<file path="src/rtl/adaptive_hold_judge.sv">
module adaptive_hold_judge #(
  parameter int OP_W      = 16,
  parameter int THRESH    = 8,
  parameter int WINDOW    = 8,
  parameter int ERR_LIMIT = 3
) (
  input  logic            clk,
  input  logic            rst_n,
  input  logic            op_valid,
  input  logic [OP_W-1:0] op_data,
  input  logic            timing_err,
  output logic            gate_n,
  output logic            aged,
  output logic            reexec
);

  localparam int ZC_W = $clog2(OP_W + 1);
  localparam int OC_W = (WINDOW > 1) ? $clog2(WINDOW) : 1;
  localparam int EC_W = $clog2(ERR_LIMIT + 1);
  localparam logic [ZC_W-1:0] THR_LO = ZC_W'(THRESH);
  localparam logic [ZC_W-1:0] THR_HI = ZC_W'(THRESH + 1);

  logic            busy;
  logic [ZC_W-1:0] zcount;
  logic [OC_W-1:0] op_cnt;
  logic [EC_W-1:0] err_cnt;
  logic            fast, accept, err_hit, win_end;

  always_comb begin
    zcount = '0;
    for (int i = 0; i < OP_W; i++)
      zcount = zcount + ZC_W'(~op_data[i]);
  end

  assign fast    = aged ? (zcount > THR_HI) : (zcount > THR_LO);
  assign err_hit = !busy && timing_err;
  assign accept  = !busy && op_valid && !timing_err;
  assign win_end = accept && (op_cnt == OC_W'(WINDOW - 1));

  always_ff @(posedge clk) begin
    if (!rst_n) begin
      busy   <= 1'b0;
      gate_n <= 1'b1;
      reexec <= 1'b0;
    end else begin
      reexec <= err_hit;
      if (busy) begin
        busy   <= 1'b0;
        gate_n <= 1'b1;
      end else if (err_hit || (accept && !fast)) begin
        busy   <= 1'b1;
        gate_n <= 1'b0;
      end
    end
  end

  always_ff @(posedge clk) begin
    if (!rst_n) begin
      op_cnt  <= '0;
      err_cnt <= '0;
      aged    <= 1'b0;
    end else begin
      if (win_end) begin
        op_cnt  <= '0;
        err_cnt <= '0;
      end else if (accept) begin
        op_cnt <= op_cnt + 1'b1;
      end
      if (err_hit) begin
        if (err_cnt != EC_W'(ERR_LIMIT)) err_cnt <= err_cnt + 1'b1;
        if (err_cnt == EC_W'(ERR_LIMIT - 1)) aged <= 1'b1;
      end
    end
  end

  AST_HOLD_ONE_CYCLE: assert property (@(posedge clk) disable iff (!rst_n)
    !gate_n |=> gate_n);
  AST_FAST_NO_HOLD: assert property (@(posedge clk) disable iff (!rst_n)
    (gate_n && op_valid && !timing_err && fast) |=> gate_n);
  AST_BUSY_ONE_CYCLE: assert property (@(posedge clk) disable iff (!rst_n)
    busy |=> !busy && gate_n);
  AST_ERR_REEXEC: assert property (@(posedge clk) disable iff (!rst_n)
    (gate_n && timing_err) |=> reexec && !gate_n);
  AST_REEXEC_PULSE: assert property (@(posedge clk) disable iff (!rst_n)
    reexec |=> !reexec);
  AST_AGED_STICKY: assert property (@(posedge clk) disable iff (!rst_n)
    aged |=> aged);

endmodule

</file>
<file path="config.mk">
export PLATFORM = sky130hd
export DESIGN_NAME = adaptive_hold_judge
export DESIGN_NICKNAME = d
export VERILOG_FILES = /design/src/rtl/adaptive_hold_judge.sv
export SDC_FILE = /design/constraint.sdc
export NUM_CORES = 1
export LEC_CHECK = 0
export BUFFER_PORTS_ARGS = -buffer_cell sky130_fd_sc_hd__buf_2
export CAP_MARGIN = 10
export CORE_MARGIN = 2
export CORE_UTILIZATION = 40
export DETAILED_ROUTE_END_ITERATION = 10
export HOLD_SLACK_MARGIN = 0.12
export SLEW_MARGIN = 25
export SYNTH_ARGS = -nofsm -noshare
export SYNTH_HDL_FRONTEND = slang
export SYNTH_SLANG_ARGS = --single-unit
</file>
<file path="constraint.sdc">
create_clock -name clk -period 6.9 [get_ports clk]
set_clock_uncertainty 0.15 [all_clocks]
set_input_delay 0 -clock clk [delete_from_list [all_inputs] [get_ports clk]]
set_output_delay 0 -clock clk [all_outputs]
set_load 0.01 [all_outputs]
</file>
==> qor.csv, run 1 <==
stage,metric,value,unit
route,routed len/inst,10.3,um
hold_path,Hold Path Class,flip-flop to flip-flop,
global_routing,largest net degree at the start of global routing,10,
setup_path,Worst EP required,6960,ps
die,Initial Util,42.3,%
global_routing,global route overflow,0,
setup_path,CP most frequent cell,fa_1,
setup_path,crit path buf inv count,4,
route,Via-to-Cell Ratio,4.72,
die,row count,16,
synth,Yosys cell types,29,
synth,Avg Synthesized Cell Area,9.56,sq um
route,DRC errors left,0,
timing,Slew HR,77.6,%
clocking,"Hold-fix buffers, CTS",5,
setup_path,Setup crit end kind,flip-flop,
outcome,outcome,completed,
timing,fmax,237,MHz
route,final WL,1.48,mm
setup_path,critical path peak fanout,2,
pwr,power per cell area,259,mW/mm^2
timing,post-route worst setup slack,2690,ps
die,I/O pin total,23,
hold_path,hold path start,op_cnt[1]$_SDFFE_PP0P_,
synth,"area leader, netlist",fa_1,
setup_path,Critical-path top delay cell,dlygate4sd3_1,
die,die width,49.3,um
setup_path,Crit. Startpoint,op_data[0],
layout,share of layout cells above drive strength 1,24.8,%
job,reported max-cap violation count,0,
synth,cells after synthesis,86,
synth,YS warnings,0,
setup_path,crit path cell chain,buf_2 > fa_1 > inv_1 > fa_1 > fa_1 > fa_1 > ha_1 > inv_1 > fa_1 > nor4b_1 > or4_1 > o221ai_1 > dlygate4sd3_1,
synth,ys async rst share,0,%
global_routing,vias in the first global route,666,
die,full die area,0.00243,sq mm
layout,"Area growth, synth to finish",26.8,%
synth,Main synth FF type,dfxtp_1,
route,DRT Pass-1 Iters,4,
timing,# setup viols final,0,
placed_design,"worst slack, placed",2860,ps
pwr,Leakage,0.526,nW
layout,diode count,0,
synth,number of flops mapped to enable cells by yosys,0,
global_routing,first-pass GRT wire length,2.66,mm
clocking,clock slew at reported path FFs,60,ps
setup_path,Crit Reg-Reg Startpoint,busy$_SDFF_PP0_,
synth,Synth area leaders,"fa_1 24%, dfxtp_1 22%, ha_1 14%",
clocking,cts repair resizes,0,
clocking,CTS tree,yes,
setup_path,Worst setup SP type,primary input,
timing,fin crit share,61.0,%
clocking,clock tree buffer depth,2,
clocking,Clock Tree Root,clkbuf_4,
layout,NumNets Final,157,
setup_path,CP Class,primary input to flip-flop,
timing,Worst Tran Pin Value,332,ps
route,routed vias,679,
clocking,CTS Sinks,9,
setup_path,WP data arrival,4270,ps
clocking,setup bufs post-CTS,0,
clocking,H-tree levels,1,
placed_design,PortBufs,22,
timing,RSZ-0062 raised after global routing,false,
synth,Post-Syn Nets,125,
pwr,worst vdd ir,192,uV
global_routing,GR Util All Layers,14.8,%
timing,Pins Over Slew Limit,0,
synth,mapped cell area,822,sq um
die,Core Region,0.00194,sq mm
timing,Tmin final,4210,ps
setup_path,Top delay family on crit path,adder cells,
global_routing,initial antenna violation count,0,
timing,Setup Total Neg Slack,0,ps
placed_design,GPL Wtd Cong,0.696,
synth,register area share after synthesis,21.9,%
clocking,number of CTS-inserted buffers,3,
synth,share of the synthesized area in the top cell type,24.4,%
synth,"FF+latch count, synth",9,
clocking,clock latency at the later pin of the worst-skew pair,270,ps
setup_path,Worst path max stage delay,570,ps
route,antenna-violating nets left,0,
route,DR iter-0 viols,14,
placed_design,hpwl dp,1.22,mm
die,Die Height,49.3,um
timing,Final Hold Viols,0,
[cell families after synthesis]
family / synth area share (%)
AO/OA/AOI/OAI: 10.4
flip-flops: 21.9
adder cells (fa/ha/maj): 38.1
buffers and inverters: 9.13
AND/OR/NAND/NOR: 20.5
[routing by layer]
layer | track usage [%] | up-vias | part of all wire (%)
met1 | 15.7 | 306 | 43
met5 | 0 | - | 0
li1 | - | 346 | -
met2 | 25.5 | 23 | 47
met4 | 8.57 | 0 | 2.0
met3 | 4.91 | 4 | 7.0
[per-stage QoR]
step	hold WS [ps]	util, %	instances	power [mW]	area (sq um)
floorplan	-71.4	-	86	0.187	822
global placement	137	49.7	135	0.222	966
detailed placement	139	49.7	135	0.224	966
CTS	328	53.7	144	0.272	1040
global route	375	53.7	144	0.304	1040
finish	324	53.7	144	0.270	1040
[cell usage in the layout (no fill, tap or decap)]
master / instances
a211oi_1: 1
a21boi_0: 2
a21oi_1: 4
a31oi_1: 1
and2_1: 1
and3_1: 1
buf_2: 22
clkbuf_1: 1
clkbuf_4: 3
dfxtp_1: 9
dlygate4sd3_1: 5
fa_1: 10
ha_1: 9
inv_1: 20
nand2_1: 4
nand2b_1: 1
nand3b_1: 2
nand4b_1: 1
nor2_1: 3
nor2_2: 1
nor2b_1: 3
nor2b_2: 1
nor3_1: 1
nor3b_1: 1
nor3b_2: 1
nor4b_1: 1
o21a_1: 1
o221a_1: 1
o221ai_1: 1
o22a_1: 1
or3b_1: 1
or3b_2: 1
or4_1: 2
[cell type report]
| type | count | area, sq um |
|---|---|---|
| clock buffer | 4 | 26.3 |
| multi-input combinational | 57 | 567 |
| tap | 27 | 33.8 |
| timing repair buffer | 27 | 160 |
| inverter | 20 | 75.1 |
| sequential | 9 | 180 |
| fill | 195 | 900 |
[sequential cells by signal, summed over array words and instances (netlist names)]
signal / count
gate_n: 1
busy: 1
err_cnt: 2
aged: 1
reexec: 1
op_cnt: 3
[synth_stat cells, types with 2 or more instances]
| library cell | count |
|---|---|
| nor2_1 | 3 |
| a21oi_1 | 4 |
| dfxtp_1 | 9 |
| nand3b_1 | 2 |
| ha_1 | 9 |
| nor2b_1 | 3 |
| nand2_1 | 4 |
| or4_1 | 2 |
| fa_1 | 10 |
| a21boi_0 | 2 |
| inv_1 | 20 |
[final timing paths]
path	end	slack [ps]	cells past startpoint
hold reg to reg	op_cnt[1]$_SDFFE_PP0P_	320	2
hold / removal	op_cnt[1]$_SDFFE_PP0P_	320	2
setup / recovery	gate_n$_SDFFE_PP1P_	2690	13
setup reg to reg	gate_n$_SDFFE_PP1P_	4920	4
[power by group]
group          switching [mW]  internal (mW)
clock                  0.0185         0.0223
combinational          0.0795         0.0821
sequential            0.00768         0.0601
total                   0.106          0.165
[tightest hold or removal path, stage by stage (launching register included)]
cell      delay, ps
dfxtp_1         310
nand2_1          50
a21boi_0         70
(Power assumes the default switching activity.)
==> run 2: changes to the inputs <==
--- a/config.mk
+++ b/config.mk
@@ -11,6 +11,7 @@
 export CORE_UTILIZATION = 40
 export DETAILED_ROUTE_END_ITERATION = 10
 export HOLD_SLACK_MARGIN = 0.12
+export PLACE_DENSITY = 0.66
 export SLEW_MARGIN = 25
 export SYNTH_ARGS = -nofsm -noshare
 export SYNTH_HDL_FRONTEND = slang
==> constraint.sdc (replaced) <==
create_clock -name clk -period 3.6 [get_ports clk]
set_clock_uncertainty 0.15 [all_clocks]
set_input_delay 0 -clock clk [delete_from_list [all_inputs] [get_ports clk]]
set_output_delay 0 -clock clk [all_outputs]
set_load 0.01 [all_outputs]
==> run 2 against run 1 <==
Against the previous run: the run now ends with setup timing left; sequential share of layout area shrank 0.74 points; sequential power grew 87%; routed wire length grew 5.0%; non-clock buffer count grew 1; count of clock-buffer cells in the layout is the same; total power grew 120%; final cell count grew 0.69%; critical path depth shrank 1; global-route usage shrank 0.82 points; hold slack lost 0.88 ps.
==> qor.csv, run 2 (synthesis results as in run 1) <==
stage,metric,value,unit,change
setup_path,Crit Reg-Reg Startpoint,busy$_SDFF_PP0_,,unchanged
clocking,H-tree levels,1,,unchanged
route,routed vias,702,,was 679
layout,"Area growth, synth to finish",32.4,%,was 26.8%
global_routing,global routing's busiest layer,met2,,unchanged
setup_path,WP data arrival,3630,ps,was 4270 ps
timing,# setup viols final,1,,was 0
setup_path,r2r worst-path depth,4,,unchanged
clocking,CTS tree,yes,,unchanged
hold_path,Hold Path Class,flip-flop to flip-flop,,unchanged
placed_design,hpwl dp,1.28,mm,was 1.22 mm
setup_path,crit path cell chain,buf_6 > fa_1 > fa_1 > inv_2 > fa_1 > fa_1 > ha_2 > inv_2 > fa_2 > nor4b_4 > or4_4 > o221a_1,,was buf_2 > fa_1 > inv_1 > fa_1 > fa_1 > fa_1 > ha_1 > inv_1 > fa_1 > nor4b_1 > or4_1 > o221ai_1 > dlygate4sd3_1
timing,fmax,276,MHz,
placed_design,PortBufs,22,,unchanged
setup_path,reg-to-reg endpoint,op_cnt[1]$_SDFFE_PP0P_,,was gate_n$_SDFFE_PP1P_
die,full die area,0.00243,sq mm,unchanged
die,Die Height,49.3,um,unchanged
die,row count,16,,unchanged
setup_path,critical path peak fanout,2,,unchanged
timing,fin crit share,101,%,
outcome,failing checks,setup timing,,
timing,post-route worst setup slack,-22.0,ps,was 2690 ps
pwr,worst vdd ir,310,uV,was 192 uV
layout,NumNets Final,158,,was 157
die,Core Region,0.00194,sq mm,unchanged
global_routing,initial antenna violation count,0,,unchanged
hold_path,hold path depth,2,,unchanged
timing,Tmin final,3620,ps,
placed_design,GPL Wtd Cong,0.717,,was 0.696
timing,Slew HR,81.7,%,was 77.6%
timing,Worst Tran Pin Value,274,ps,was 332 ps
setup_path,Setup crit end kind,flip-flop,,unchanged
setup_path,Critical-path top delay cell,fa_1,,was dlygate4sd3_1
setup_path,CP Class,primary input to flip-flop,,unchanged
global_routing,global route overflow,0,,unchanged
layout,Final Cell Area,0.00109,sq mm,was 0.00104 sq mm
die,die width,49.3,um,unchanged
setup_path,Worst EP required,3610,ps,was 6960 ps
timing,RSZ-0062 raised after global routing,true,,was false
layout,max reg flops,3,,unchanged
global_routing,M3 GR Usage,4.29,%,was 4.91%
placed_design,dpl cell area,982,sq um,was 966 sq um
clocking,CTS Sinks,9,,unchanged
timing,Final Hold Viols,0,,unchanged
pwr,Leakage,0.539,nW,was 0.526 nW
clocking,clock tree buffer depth,2,,unchanged
route,DRC errors left,0,,unchanged
hold_path,hold path start,op_cnt[1]$_SDFFE_PP0P_,,unchanged
global_routing,largest net degree at the start of global routing,10,,unchanged
route,DRT Pass-1 Iters,4,,unchanged
route,DR iter-0 viols,9,,was 14
setup_path,Worst setup SP type,primary input,,unchanged
clocking,number of CTS-inserted buffers,3,,unchanged
global_routing,GR Util All Layers,14.0,%,was 14.8%
clocking,clock latency at the later pin of the worst-skew pair,260,ps,was 270 ps
layout,"commonest non-fill, non-tap cells in the layout","21 x buf_2, 17 x inv_1, 9 x fa_1, 9 x dfxtp_1, 8 x ha_1",,"was 22 x buf_2, 20 x inv_1, 10 x fa_1, 9 x ha_1, 9 x dfxtp_1"
layout,"most common cell after layout, fill and taps aside",buf_2,,unchanged
route,antenna-violating nets left,0,,unchanged
route,Via-to-Cell Ratio,4.84,,was 4.72
clocking,clock slew at reported path FFs,70,ps,was 60 ps
layout,share of layout cells above drive strength 1,34.7,%,was 24.8%
global_routing,first-pass GRT wire length,2.66,mm,unchanged
global_routing,vias in the first global route,649,,was 666
setup_path,Worst path max stage delay,530,ps,was 570 ps
layout,diode count,0,,unchanged
outcome,outcome,finished with violations,,was completed
layout,Largest regs,"op_cnt: 3 flops, err_cnt: 2 flops",,unchanged
route,final WL,1.55,mm,was 1.48 mm
route,routed len/inst,10.7,um,was 10.3 um
layout,Top reg by flops,op_cnt,,unchanged
pwr,power per cell area,550,mW/mm^2,was 259 mW/mm^2
die,Initial Util,42.3,%,unchanged
global_routing,M2 GR Usage,20.9,%,was 25.5%
timing,Pins Over Slew Limit,0,,unchanged
hold_path,end of the worst hold path,op_cnt[1]$_SDFFE_PP0P_,,unchanged
clocking,Clock Tree Root,clkbuf_4,,unchanged
setup_path,R2R setup slack,1840,ps,was 4920 ps
die,I/O pin total,23,,unchanged
layout,fill cell count,188,,was 195
job,reported max-cap violation count,0,,unchanged
global_routing,met1 Usage GRT,18.3,%,was 15.7%
layout,post-layout util,56.1,%,was 53.7%
setup_path,CP most frequent cell,fa_1,,unchanged
-- run 2: cell count changes in the layout (fill, tap and decap cells not counted), sizes merged --
cell	delta
dlygate4sd3	-1
buf	+2
-- run 2: worst max path at each step --
stage | start | to | slack [ps] | cells after the start
after CTS | op_data[15] | busy$_SDFF_PP0_ | -40 | 12
after global placement | op_data[0] | busy$_SDFF_PP0_ | -280 | 12
after global routing | op_data[11] | busy$_SDFF_PP0_ | -150 | 12
final | op_data[11] | busy$_SDFF_PP0_ | -20 | 12
after detailed placement | op_data[11] | busy$_SDFF_PP0_ | -350 | 13
after floorplan | op_data[0] | busy$_SDFF_PP0_ | -110 | 11
-- run 2: cell type report --
type | count | area, sq um | share of cell area [%]
flip-flops and latches | 9 | 180 | 16.6
clock buffers | 4 | 26.3 | 2.41
inverters | 20 | 75.1 | 6.90
repair buffers | 28 | 171 | 15.7
multi-input cells | 57 | 602 | 55.3
well taps | 27 | 33.8 | 3.10
-- run 2: per-layer routing --
layer  wire [um]  vias to the layer above
met5           0                        -
met4          29                        0
met3          72                        7
met2         769                       15
met1         680                      335
li1            -                      345
-- run 2: power by group --
part	switching (mW)	internal, mW	total [mW]	leakage (nW)
sequential	0.0122	0.115	0.127	0.0738
clock	0.0362	0.0427	0.0789	0.0150
combinational	0.190	0.203	0.393	0.450
-- run 2: stage by stage --
step	power (mW)	std cells	hold slack, ps	TNS [ps]	setup WS (ps)
after floorplan	0.367	86	-71.4	-106	-106
after global placement	0.443	136	120	-486	-282
after detailed placement	0.456	136	130	-592	-351
after CTS	0.547	144	327	-38.1	-38.1
after global routing	0.669	145	343	-274	-145
final	0.599	145	323	-22.0	-22.0
-- run 2: critical path: cells and delay by family --
family                     cells  cell delay (ps)
adders and majority gates      6             2610
and+or+nand+nor                2              630
AOI/OAI and AO/OA              1              220
buffers and inverters          3              170
-- run 2: repair_timing --
item | in CTS | in global routing
setup buffers | 0 | 1
pin swaps | 2 | 2
hold buffers | 4 | 0
hold endpoints to repair | 9 | 0
endpoints found under the setup margin | 1 | 2
resized for setup | 1 | 7
